## config.mk

```make
export PLATFORM = sky130hd
export DESIGN_NAME = scl_rate_gen
export DESIGN_NICKNAME = d
export VERILOG_FILES = /design/src/rtl/scl_gen_pkg.sv /design/src/rtl/scl_line_sync.sv /design/src/rtl/scl_phase_fsm.sv /design/src/rtl/scl_strobe_gen.sv /design/src/rtl/scl_rate_gen.sv
export SDC_FILE = /design/constraint.sdc
export NUM_CORES = 1
export LEC_CHECK = 0
export BUFFER_PORTS_ARGS = -buffer_cell sky130_fd_sc_hd__buf_4
export CORE_MARGIN = 2
export CORE_UTILIZATION = 59
export CTS_BUF_LIST = sky130_fd_sc_hd__clkbuf_8 sky130_fd_sc_hd__clkbuf_16
export DETAILED_ROUTE_END_ITERATION = 6
export GPL_ROUTABILITY_DRIVEN = 0
export PLACE_DENSITY = 0.79
export SETUP_SLACK_MARGIN = 0.4
export SLEW_MARGIN = 30
export SYNTH_ARGS = -nofsm -noshare
export SYNTH_HDL_FRONTEND = slang
export SYNTH_HIERARCHICAL = 1
export SYNTH_SLANG_ARGS = --single-unit
```

## constraint.sdc

```tcl
create_clock -name clk -period 8.3 [get_ports clk]
set_input_delay 1.245 -clock clk [delete_from_list [all_inputs] [get_ports clk]]
set_output_delay 1.245 -clock clk [all_outputs]
set_load 0.03 [all_outputs]
```

## src/rtl/scl_gen_pkg.sv

```systemverilog
package scl_gen_pkg;

    // Phase of the generated clock
    typedef enum logic [1:0] {
        PH_IDLE      = 2'd0,
        PH_LOW       = 2'd1,
        PH_RISE_WAIT = 2'd2,
        PH_HIGH      = 2'd3
    } scl_phase_e;

    // Strobes handed to the bit engine
    typedef struct packed {
        logic chg;
        logic smp;
    } scl_strobe_t;

    // Clocks per half period: 8 + rate * 4^code
    function automatic int unsigned half_clocks(int unsigned rate, logic [1:0] code);
        return 32'd8 + (rate << (2 * code));
    endfunction

endpackage

```

## src/rtl/scl_line_sync.sv

```systemverilog
module scl_line_sync #(
    parameter int STAGES = 2
) (
    input  logic clk,
    input  logic rst,
    input  logic line_in,
    output logic line_s
);
    generate
        if (STAGES <= 1) begin : g_single
            logic q;
            always_ff @(posedge clk) begin
                if (rst) q <= 1'b1;
                else     q <= line_in;
            end
            assign line_s = q;
        end else begin : g_chain
            logic [STAGES-1:0] sr;
            always_ff @(posedge clk) begin
                if (rst) sr <= '1;
                else     sr <= {sr[STAGES-2:0], line_in};
            end
            assign line_s = sr[STAGES-1];
        end
    endgenerate
endmodule

```

## src/rtl/scl_phase_fsm.sv

```systemverilog
module scl_phase_fsm
    import scl_gen_pkg::*;
#(
    parameter int CW   = 15,
    parameter int SYNC = 2
) (
    input  logic          clk,
    input  logic          rst,
    input  logic          run,
    input  logic          line_s,
    input  logic [CW-1:0] half,
    output scl_phase_e    phase,
    output logic [CW-1:0] cnt,
    output logic          drive_low
);
    // Clocks already elapsed since a bus edge when it is first seen
    localparam logic [CW-1:0] SEEN = CW'(SYNC + 1);

    logic end_of_half;
    assign end_of_half = (cnt >= half - 1'b1);

    always_ff @(posedge clk) begin
        if (rst || !run) begin
            phase     <= PH_IDLE;
            cnt       <= '0;
            drive_low <= 1'b0;
        end else begin
            unique case (phase)
                PH_IDLE: begin
                    phase     <= PH_LOW;
                    cnt       <= '0;
                    drive_low <= 1'b1;
                end
                PH_LOW: begin
                    if (end_of_half) begin
                        phase     <= PH_RISE_WAIT;
                        cnt       <= '0;
                        drive_low <= 1'b0;
                    end else begin
                        cnt <= cnt + 1'b1;
                    end
                end
                PH_RISE_WAIT: begin
                    if (line_s) begin
                        phase <= PH_HIGH;
                        cnt   <= SEEN;
                    end
                end
                PH_HIGH: begin
                    if (!line_s) begin
                        // another device pulled low first: count from its edge
                        phase     <= PH_LOW;
                        cnt       <= SEEN;
                        drive_low <= 1'b1;
                    end else if (end_of_half) begin
                        phase     <= PH_LOW;
                        cnt       <= '0;
                        drive_low <= 1'b1;
                    end else begin
                        cnt <= cnt + 1'b1;
                    end
                end
                default: begin
                    phase     <= PH_IDLE;
                    cnt       <= '0;
                    drive_low <= 1'b0;
                end
            endcase
        end
    end
endmodule

```

## src/rtl/scl_strobe_gen.sv

```systemverilog
module scl_strobe_gen
    import scl_gen_pkg::*;
#(
    parameter int CW      = 15,
    parameter int CHG_DLY = 4
) (
    input  scl_phase_e    phase,
    input  logic [CW-1:0] cnt,
    input  logic [CW-1:0] half,
    output scl_strobe_t   stb
);
    localparam logic [CW-1:0] CHG_AT = CW'(CHG_DLY);

    always_comb begin
        stb.chg = (phase == PH_LOW)  && (cnt == CHG_AT);
        stb.smp = (phase == PH_HIGH) && (cnt == (half >> 1));
    end
endmodule

```

## src/rtl/scl_rate_gen.sv

```systemverilog
module scl_rate_gen
    import scl_gen_pkg::*;
#(
    parameter int BR_W        = 8,
    parameter int SYNC_STAGES = 2,
    parameter int CHG_DLY     = 4
) (
    input  logic            clk,
    input  logic            rst,
    input  logic            run,
    input  logic [BR_W-1:0] bit_rate,
    input  logic [1:0]      prescale,
    input  logic            scl_in,
    output logic            scl_oe,
    output logic            sda_chg,
    output logic            sda_smp
);
    // 8 + (2^BR_W - 1) * 64 fits in BR_W + 7 bits
    localparam int CW = BR_W + 7;

    logic          line_s;
    logic [CW-1:0] half;
    logic [CW-1:0] cnt;
    scl_phase_e    phase;
    scl_strobe_t   stb;

    assign half = CW'(half_clocks(32'(bit_rate), prescale));

    scl_line_sync #(.STAGES(SYNC_STAGES)) u_sync (
        .clk     (clk),
        .rst     (rst),
        .line_in (scl_in),
        .line_s  (line_s)
    );

    scl_phase_fsm #(.CW(CW), .SYNC(SYNC_STAGES)) u_fsm (
        .clk       (clk),
        .rst       (rst),
        .run       (run),
        .line_s    (line_s),
        .half      (half),
        .phase     (phase),
        .cnt       (cnt),
        .drive_low (scl_oe)
    );

    scl_strobe_gen #(.CW(CW), .CHG_DLY(CHG_DLY)) u_stb (
        .phase (phase),
        .cnt   (cnt),
        .half  (half),
        .stb   (stb)
    );

    assign sda_chg = stb.chg;
    assign sda_smp = stb.smp;
endmodule

```

Word-level counts from Yosys, hierarchy flattened
Index checks and enable logic that the tools add are counted.
Storage, ports and cells
  logic and storage cells: 38
  input port bits: 14
  output and inout port bits: 3
  bits in registers: 20
Operators by class
  shift-type cells: 1
  reduce and logical (&&, ||, !) cells: 8
  $lt $le $gt $ge: 1
  $add $sub $neg: 3
  eq/ne operators: 8
  muxes and demuxes: 13
Operators with widths (number)
  15-bit one-hot mux with 4 select lines: 1
  15-bit two-way mux: 3
  15-bit by 1-bit adder with 15-bit output (second input constant): 1
  4-bit by 15-bit adder with 15-bit output (first input constant): 1
  15-bit by 14-bit == test with 1-bit output: 1
  15-bit by 3-bit == test with 1-bit output (second input constant): 1
  15-bit greater-or-equal comparator: 1
  8-bit by 3-bit left shift with 15-bit output: 1
  15-bit by 1-bit subtractor with 15-bit output (second input constant): 1
  2-bit two-way mux: 4
  2-bit one-hot mux with 4 select lines: 1
  3-bit AND reduction: 2
  2-bit == test (second input constant): 2
  1-bit two-way mux: 3
  3-bit by 2-bit != test with 1-bit output (second input constant): 1
  1-bit one-hot mux with 3 select lines: 1
  3-bit nonzero test: 1
  2-bit by 1-bit == test with 1-bit output (second input constant): 1
  1-bit logical AND: 2
  2-bit zero test: 1
  2-bit by 1-bit != test with 1-bit output (second input constant): 1
  2-bit != test (second input constant): 1
  1-bit zero test: 1
  1-bit logical OR: 1

Logic depth before layout (Yosys ltp)
Gate-level depths: netlist (run 1).
  word-level depth: 7
  gate-level depth with buffers: 20
  mapped depth without buffers: 17

Cells and area by module
Netlist (run 1), hierarchy kept.
By module, submodules not included
  scl_phase_fsm: area an instance 1587.8 sq um, cells each 193, seq. area each 360.3 sq um, times used 1
  scl_rate_gen: area an instance 392.9 sq um, cells each 51, seq. area each 0.0 sq um, times used 1
  scl_strobe_gen: area an instance 222.7 sq um, cells each 26, seq. area each 0.0 sq um, times used 1
  scl_line_sync: area an instance 52.6 sq um, cells each 4, seq. area each 40.0 sq um, times used 1

Least setup slack after synthesis (run 1)
Ideal clock, no wire load.
  kind: input to register
  start: in prescale[0]
  end: reg u_fsm.cnt[10]
  arrival time: 5.369 ns
  setup slack: 2.836 ns
  path buffers: 3
  stages on the path: 20
  cells stage by stage: buf_6 > buf_2 > mux2i_1 > or2_2 > inv_1 > ha_1 > o2111ai_2 > xnor2_1 > or4_1 > or3_1 > nor3_1 > xnor2_1 > ha_1 > o21a_2 > a211o_1 > a211oi_4 > and3b_2 > buf_2 > nand3_1 > o311ai_1
Between the ends
  cells in the longest elaborated chain, start to end: 7
RTL lines
  start, declared: RTL line scl_rate_gen.sv:12  | input logic [1:0] prescale,
  8-bit by 3-bit left shift with 15-bit output (*): RTL line scl_gen_pkg.sv:19  | return 32'd8 + (rate << (2 * code));
  4-bit by 15-bit adder with 15-bit output (*): RTL line scl_gen_pkg.sv:19
  via half[3]: RTL line scl_rate_gen.sv:22  | logic [CW-1:0] half;
  15-bit by 1-bit subtractor with 15-bit output (*): RTL line scl_phase_fsm.sv:20  | assign end_of_half = (cnt >= half - 1'b1);
  15-bit greater-or-equal comparator (*): RTL line scl_phase_fsm.sv:20
  15-bit two-way mux (*): RTL line scl_phase_fsm.sv:35, scl_phase_fsm.sv:55
  15-bit two-way mux: RTL line scl_phase_fsm.sv:50  | if (!line_s) begin
  15-bit one-hot mux with 4 select lines (*): RTL line scl_phase_fsm.sv:28  | unique case (phase)
  end signal, assigned: RTL line scl_phase_fsm.sv:40  | cnt <= cnt + 1'b1;
  end signal, assigned: RTL line scl_phase_fsm.sv:60  | cnt <= cnt + 1'b1;
  end, declared: RTL line scl_phase_fsm.sv:13  | output logic [CW-1:0] cnt,
The timed path passes the listed nets; every way through them passes the cells marked *.
A chain may end at the register's enable or synchronous reset.

Worst setup path in the final report (run 1)
  start: in prescale[0]
  end: reg u_fsm.cnt[11]
The elaborated chain is that of the path after synthesis.

==> results of run 1 <==
## layout make-up
class	instances	area (sq um)
Multi-Input combinational cell	240	1792
Tap cell	48	60.06
Clock buffer	3	41.29
Fill cell	316	1184
Sequential cell	20	400.4
Clock inverter	1	30.03
Inverter	9	33.78
Timing Repair Buffer	16	120.1
## placed cells by master, fill, tap and decap left out, types with 2 or more instances in the layout
master | netlist | layout
sky130_fd_sc_hd__dfxtp_1 | 20 | 20
sky130_fd_sc_hd__or2_1 | 2 | 2
sky130_fd_sc_hd__nor3b_1 | 3 | 3
sky130_fd_sc_hd__o21ai_0 | 16 | 16
sky130_fd_sc_hd__a22o_1 | 4 | 4
sky130_fd_sc_hd__clkbuf_8 | 0 | 3
sky130_fd_sc_hd__conb_1 | 1 | 2
sky130_fd_sc_hd__or3_1 | 2 | 2
sky130_fd_sc_hd__nand3_1 | 9 | 9
sky130_fd_sc_hd__and3_1 | 6 | 6
sky130_fd_sc_hd__nor3_1 | 13 | 13
sky130_fd_sc_hd__xor2_1 | 5 | 5
sky130_fd_sc_hd__a21oi_1 | 15 | 15
sky130_fd_sc_hd__nand4_1 | 9 | 9
sky130_fd_sc_hd__or2_2 | 2 | 2
sky130_fd_sc_hd__buf_4 | 0 | 16
sky130_fd_sc_hd__nor2_1 | 18 | 18
sky130_fd_sc_hd__inv_1 | 9 | 9
sky130_fd_sc_hd__and4b_1 | 2 | 2
sky130_fd_sc_hd__nor2b_1 | 3 | 3
sky130_fd_sc_hd__ha_1 | 24 | 24
sky130_fd_sc_hd__nand2_1 | 16 | 16
sky130_fd_sc_hd__nor4_2 | 3 | 3
sky130_fd_sc_hd__xnor2_1 | 29 | 29
sky130_fd_sc_hd__nor4_1 | 8 | 8
sky130_fd_sc_hd__a21o_1 | 5 | 5
sky130_fd_sc_hd__o2bb2ai_1 | 2 | 2
sky130_fd_sc_hd__nand2b_1 | 6 | 6
sky130_fd_sc_hd__mux2i_1 | 6 | 6
sky130_fd_sc_hd__a211o_1 | 2 | 2
sky130_fd_sc_hd__nand3b_1 | 4 | 4
## stage by stage
stage | worst slack [ns] | area, sq um | cells | power [mW]
floorplan | 2.836 | 2260 | 275 | 0.1553
detailed placement | 2.503 | 2406 | 333 | 0.1723
CTS | 2.749 | 2477 | 337 | 0.2700
global route | 2.369 | 2477 | 337 | 0.2837
finish | 2.684 | 2477 | 337 | 0.2697
global placement | 2.679 | 2406 | 333 | 0.1712
## cells by family (layout without fill, tap and decap cells)
| family | after synthesis | after routing | synth area share [%] |
|---|---|---|---|
| other cells | 1 | 2 | 0.1662 |
| flops | 20 | 20 | 17.75 |
| xor+xnor | 34 | 34 | 13.20 |
| fa+ha+maj | 24 | 24 | 13.31 |
| mux | 9 | 9 | 5.325 |
| compound gates | 57 | 57 | 17.31 |
| buf+inv | 15 | 29 | 2.995 |
| simple gates | 114 | 114 | 29.95 |
## metal layers
metal	routed length, um	vias to the layer above
li1	-	1053
met1	2682	998
met2	2477	67
met3	258	4
met4	41	0
met5	0	-
## state kept, by name (all words and copies together) (netlist names)
signal	count
u_fsm/drive_low	1
u_fsm/cnt	15
u_fsm/phase	2
u_sync/g_chain.sr	2
## critical path, stage by stage
cell and delay, ns:
sky130_fd_sc_hd__buf_4 0.18, sky130_fd_sc_hd__mux2i_1 0.13, sky130_fd_sc_hd__or2_2 0.35, sky130_fd_sc_hd__inv_1 0.08, sky130_fd_sc_hd__ha_1 0.20, sky130_fd_sc_hd__nand3_1 0.12
sky130_fd_sc_hd__xnor2_1 0.23, sky130_fd_sc_hd__or4_1 0.58, sky130_fd_sc_hd__or3_1 0.36, sky130_fd_sc_hd__nor4_1 0.34, sky130_fd_sc_hd__xnor2_1 0.12, sky130_fd_sc_hd__ha_1 0.33
sky130_fd_sc_hd__o21a_2 0.14, sky130_fd_sc_hd__a211o_1 0.33, sky130_fd_sc_hd__a211oi_4 0.38, sky130_fd_sc_hd__nand3_2 0.22, sky130_fd_sc_hd__o21ai_0 0.32, sky130_fd_sc_hd__a21o_1 0.15
## how the worst max path moves through the flow
stage / to / startpoint / cells past startpoint
floorplan: u_fsm/cnt[10] / prescale[0] / 20
global placement: u_fsm/cnt[11] / prescale[0] / 18
detailed placement: u_fsm/cnt[11] / prescale[0] / 18
CTS: u_fsm/cnt[11] / prescale[0] / 18
global route: u_fsm/cnt[13] / prescale[0] / 18
finish: u_fsm/cnt[11] / prescale[0] / 18
## power breakdown
group / internal, mW / leakage (nW) / switching [mW]
sequential: 0.0973 / 0.162 / 0.00178
clock: 0.0644 / 0.0357 / 0.0334
combinational: 0.0316 / 0.766 / 0.0411
==> flow_metrics.tcl, run 1 <==
set metrics [dict create \
    synthDistinctLibCells 56 \
    setup_viol 0 \
    dr.pass1.iters 4 \
    rows 22 \
    static_leakage_nw 0.9634 \
    async_flop_share_pct 0 \
    cp-start-kind "primary input" \
    synth_sequential_area_ratio_pct 17.75 \
    worstRegToRegCells 7 \
    r2r_setup_slack_ns 5.75 \
    clk_latency_ns 0.26 \
    pin_count_of_the_biggest_net_entering_global_routing 21 \
    core_area_sq_um 3661 \
    status "finished, final reports clean" \
    syn_area_per_cell_sq_um 8.233 \
    worstPathMaxFanout 20 \
    routedWlPerCell_um 16.20 \
    post_synth_instance_area_sq_um 2256 \
    antenna_found_initial 0 \
    gr-usage-met3_pct 3.578 \
    ctsRootBufferMaster "sky130_fd_sc_hd__clkbuf_8" \
    synth_seq_cells 20 \
    clock_sinks 20 \
    arrival_time_of_data_at_the_critical_path_endpoint_ns 5.82 \
    yosys_top_cell_by_area "sky130_fd_sc_hd__dfxtp_1" \
    post-route-min-period_ns 5.616 \
    synth_ff_type "sky130_fd_sc_hd__dfxtp_1" \
    vdd_drop_max_v 0.00009363 \
    ctsLongestPathBuffers 2 \
    summed_negative_setup_slack_over_all_endpoints_ns 0 \
    drv_slew 0 \
    finalClockSkew_ns 0.008673 \
    first_global_vias 1945 \
    port_buffers 16 \
    grt_remaining_overflow 0 \
    whs_path_depth 1 \
    yosysMostFrequentCell "sky130_fd_sc_hd__xnor2_1" \
    holdBufCountCts 0 \
    yosys-top-cells-area "sky130_fd_sc_hd__dfxtp_1, sky130_fd_sc_hd__ha_1, sky130_fd_sc_hd__xnor2_1" \
    detail_route.drc_violations 0 \
    fraction_of_the_cycle_the_final_worst_path_needs_pct 67.67 \
    postCtsSetupRepairBufs 0 \
    gr-usage-all-layers_pct 27.17 \
    route.final.wire_length_um 5460 \
    end_kind "flop" \
    syn-instance-count 274 \
    post-dp-hpwl_um 4248 \
    hold_ws_ns 0.4087 \
    ant_nets 0 \
    numCtsBuffers 3 \
    final-hold-violation-count 0 \
    met2_usage_pct 41.67 \
    route.vias.total 2122 \
    cts_tree "done" \
    detail_route.iter0.violations 204 \
    nets 328 \
    r2r_start "u_fsm/cnt[12]" \
    synth_top_cells_by_count "sky130_fd_sc_hd__xnor2_1, sky130_fd_sc_hd__ha_1, sky130_fd_sc_hd__dfxtp_1" \
    initial_util_pct 61.62 \
    yosys_warnings 6 \
    synth-edff-count 0 \
    cp_data_required_time_ns 8.50 \
    critPathKind "in2reg" \
    post_cts_resize_count 0 \
    worst_slew_margin_rel_pct 52.18 \
    grt_pass1_wl_um 9301 \
    io_pins 17 \
    floorplan.die.height_um 65.84 \
    critical_path.reg2reg.endpoint "u_fsm/cnt[11]" \
    unrepaired_setup_endpoints_after_global_routing "no" \
    antennaDiodeCount 0 \
    worst_hold_startpoint "u_sync/g_chain.sr[0]" \
    power_per_cell_area_nw_per_um2 108.9 \
    yosys.area.top_type_share_pct 17.75 \
    fmax_mhz 178.0 \
    worst_case_hold_path_end_point "u_sync/g_chain.sr[1]" \
    gr-usage-met1_pct 41.29 \
    post-route-util_pct 67.67 \
    clkSlewWorstSetupHoldPaths_ns 0.08 \
    cts_htree_levels 1 \
    fp.dieArea_sq_um 4334 \
    global_route.peak_usage_layer "met2" \
    hold_path_class "reg2reg" \
    tightest_slew_ns 0.7108 \
    die_width_um 65.84 \
    max_cap_violations 0 \
    syn2layout_area_growth_pct 9.817 \
    final_layout_size_suffix_gt1_share_pct 12.11 \
    routed_via_density 6.297 \
]
(Power assumes the default switching activity.)
==> run 2: changes to the inputs <==
--- a/config.mk
+++ b/config.mk
@@ -7,11 +7,11 @@
 export LEC_CHECK = 0
 export BUFFER_PORTS_ARGS = -buffer_cell sky130_fd_sc_hd__buf_4
 export CORE_MARGIN = 2
-export CORE_UTILIZATION = 59
+export CORE_UTILIZATION = 55
 export CTS_BUF_LIST = sky130_fd_sc_hd__clkbuf_8 sky130_fd_sc_hd__clkbuf_16
 export DETAILED_ROUTE_END_ITERATION = 6
 export GPL_ROUTABILITY_DRIVEN = 0
-export PLACE_DENSITY = 0.79
+export PLACE_DENSITY = 0.78
 export SETUP_SLACK_MARGIN = 0.4
 export SLEW_MARGIN = 30
 export SYNTH_ARGS = -nofsm -noshare
==> constraint.sdc (replaced) <==
create_clock -name clk -period 4.75 [get_ports clk]
set_input_delay 0.7125 -clock clk [delete_from_list [all_inputs] [get_ports clk]]
set_output_delay 0.7125 -clock clk [all_outputs]
set_load 0.03 [all_outputs]
==> run 2 against run 1 <==
  * Final cell count grew 8.3%
  * Global-route usage up 0.10 points
  * Cell area is 16% higher
  * Non-clock buffer count grew 25
  * Sequential share of layout area shrank 2.2 points
  * Wire length up 10%
  * Largest power group unchanged
  * Sequential cell count unchanged
  * Sequential power up 75%
  * Worst hold slack worse by 0.0035 ns
  * First-iteration DRC count increased by 6.4%
  * Count of clock-buffer cells in the layout increased by 1
  * Utilization up 4.8 points
==> flow_metrics.tcl, run 2 (synthesis results as in run 1) <==
set metrics [dict create \
    hold_ws_ns 0.4052 \
    worst_setup_path_endpoint "u_fsm/cnt[6]" \
    final_layout_size_suffix_gt1_share_pct 28.57 \
    max_cap_violations 0 \
    port_buffers 16 \
    r2r_setup_slack_ns 2.32 \
    worst_slew_margin_rel_pct 53.95 \
    setup_viol 0 \
    summed_negative_setup_slack_over_all_endpoints_ns 0 \
    timing.critical_path.cells "buf_8 > buf_12 > buf_4 > mux2i_1 > mux2i_1 > nand3_2 > xnor2_2 > or4_4 > or3_4 > nor2_2 > xnor2_1 > ha_1 > a211o_1 > a211o_1 > a211oi_4 > buf_6 > nand3_4 > o21ai_2 > a22o_1" \
    detail_route.iter0.violations 217 \
    clkSlewWorstSetupHoldPaths_ns 0.07 \
    detail_route.drc_violations 0 \
    critical_path.reg2reg.endpoint "u_fsm/cnt[6]" \
    worst_path_largest_cell_delay_ns 0.51 \
    cp_data_required_time_ns 4.96 \
    cts_tree "done" \
    met2_usage_pct 48.42 \
    max_reg_flops 15 \
    route.vias.total 2220 \
    gr-usage-met1_pct 33.90 \
    arrival_time_of_data_at_the_critical_path_endpoint_ns 4.78 \
    r2r_start "u_fsm/cnt[12]" \
    worst_setup_path_startpoint "prescale[0]" \
    nets 354 \
    drv_slew 0 \
    global_route.peak_usage_layer "met2" \
    grt_pass1_wl_um 9625 \
    cp-start-kind "primary input" \
    route.final.wire_length_um 6014 \
    cts_htree_levels 1 \
    worstPathMaxFanout 6 \
    vdd_drop_max_v 0.0001169 \
    multi_input_area_sq_um 1987 \
    post_dp_area_sq_um 2613 \
    fraction_of_the_cycle_the_final_worst_path_needs_pct 96.36 \
    critPathKind "in2reg" \
    end_kind "flop" \
    worstRegToRegCells 8 \
    first_global_vias 2112 \
    routed_via_density 6.082 \
    ff_latch_area_sq_um 400.4 \
    gr-usage-all-layers_pct 27.28 \
    grt_remaining_overflow 0 \
    holdBufCountCts 0 \
    post-route-min-period_ns 4.577 \
    final-hold-violation-count 0 \
    die_width_um 68.05 \
    dr.pass1.iters 4 \
    final_cell_mix "sky130_fd_sc_hd__buf_4, sky130_fd_sc_hd__xnor2_1, sky130_fd_sc_hd__ha_1" \
    placedCellCount 350 \
    routedWlPerCell_um 16.48 \
    fmax_mhz 218.5 \
    worst_hold_startpoint "u_sync/g_chain.sr[0]" \
    finalInstanceArea_sq_um 2878 \
    reg.largest.list "u_fsm/cnt: 15 flops, u_fsm/phase: 2 flops, u_sync/g_chain.sr: 2 flops" \
    power_per_cell_area_nw_per_um2 162.1 \
    ant_nets 0 \
    floorplan.die.height_um 68.05 \
    antennaDiodeCount 0 \
    hold_path_class "reg2reg" \
    fillerInstances 298 \
    gr-usage-met3_pct 2.138 \
    core_area_sq_um 3971 \
    io_pins 17 \
    syn2layout_area_growth_pct 27.57 \
    initial_util_pct 56.81 \
    antenna_found_initial 0 \
    ctsRootBufferMaster "sky130_fd_sc_hd__clkbuf_8" \
    status "finished, final reports clean" \
    post-dp-hpwl_um 4248 \
    post-route-util_pct 72.46 \
    pin_count_of_the_biggest_net_entering_global_routing 21 \
    clock_sinks 20 \
    finalClockSkew_ns 0.005120 \
    finish.cell_count_without_fillers 365 \
    worst_path_max_delay_cell "sky130_fd_sc_hd__or4_4" \
    numCtsBuffers 3 \
    static_leakage_nw 1.138 \
    tightest_slew_ns 0.6882 \
    max_flop_register "u_fsm/cnt" \
    unrepaired_setup_endpoints_after_global_routing "yes" \
    ctsLongestPathBuffers 2 \
    clk_latency_ns 0.26 \
    rows 23 \
    fp.dieArea_sq_um 4630 \
    final_common_cell "sky130_fd_sc_hd__buf_4" \
]
[run 2: cell count changes in the layout (fill, tap and decap cells not counted), sizes merged]
cell	previous run	this run
bufinv	1	0
clkbuf	3	4
nand3	10	11
buf	16	41
[run 2: layer usage]
metal	part of all wire, %	vias to the layer above	routed length (um)
met5	0	-	0
met4	1.6	0	99
met3	5.0	9	303
met2	51	77	3041
met1	43	1029	2568
li1	-	1105	-
[run 2: worst min-delay path by stage]
stage	endpoint	slack, ns	depth (start not counted)
after floorplan	u_sync/g_chain.sr[1]	0.38	1
after global placement	u_sync/g_chain.sr[1]	0.39	1
after detailed placement	u_sync/g_chain.sr[1]	0.40	1
after CTS	u_sync/g_chain.sr[1]	0.41	1
after global routing	u_sync/g_chain.sr[1]	0.45	1
final	u_sync/g_chain.sr[1]	0.41	1
[run 2: area by class of cell]
type                       count  share of cell area, %
sequential                    20                  13.91
timing repair buffer          41                  11.78
multi-input combinational    241                  69.04
inverter                       9                  1.174
clock buffer                   4                  1.913
tap                           50                  2.174
[run 2: repair_timing]
action                     in CTS  in global routing
setup endpoints to repair      16                 18
pin swaps                       2                 14
gates resized for setup        12                 17
cloned                          1                  0
buffers inserted                5                  5
hold endpoints to repair        0                  0
[run 2: through the flow]
step	total power [mW]	setup WS (ns)
2_1_floorplan	0.2814	0.1208
3_3_place_gp	0.3248	-0.01170
3_5_place_dp	0.3271	-0.06647
4_1_cts	0.4615	0.2877
5_1_grt	0.4908	0.008535
6_report	0.4665	0.1727
[run 2: where the power goes]
part	switching, mW	total, mW	internal [mW]
Clock	0.0567	0.131	0.0739
Combinational	0.0833	0.163	0.0793
Sequential	0.00328	0.173	0.170
[run 2: worst max-delay path: cells and delay by family]
kind                       cells  cell delay, ns
muxes                          2            0.41
adders and majority gates      1            0.28
xor gates and xnor gates       2            0.31
buffers and inverters          4            0.56
and+or+nand+nor                5            1.24
AOI/OAI and AO/OA              5            1.26
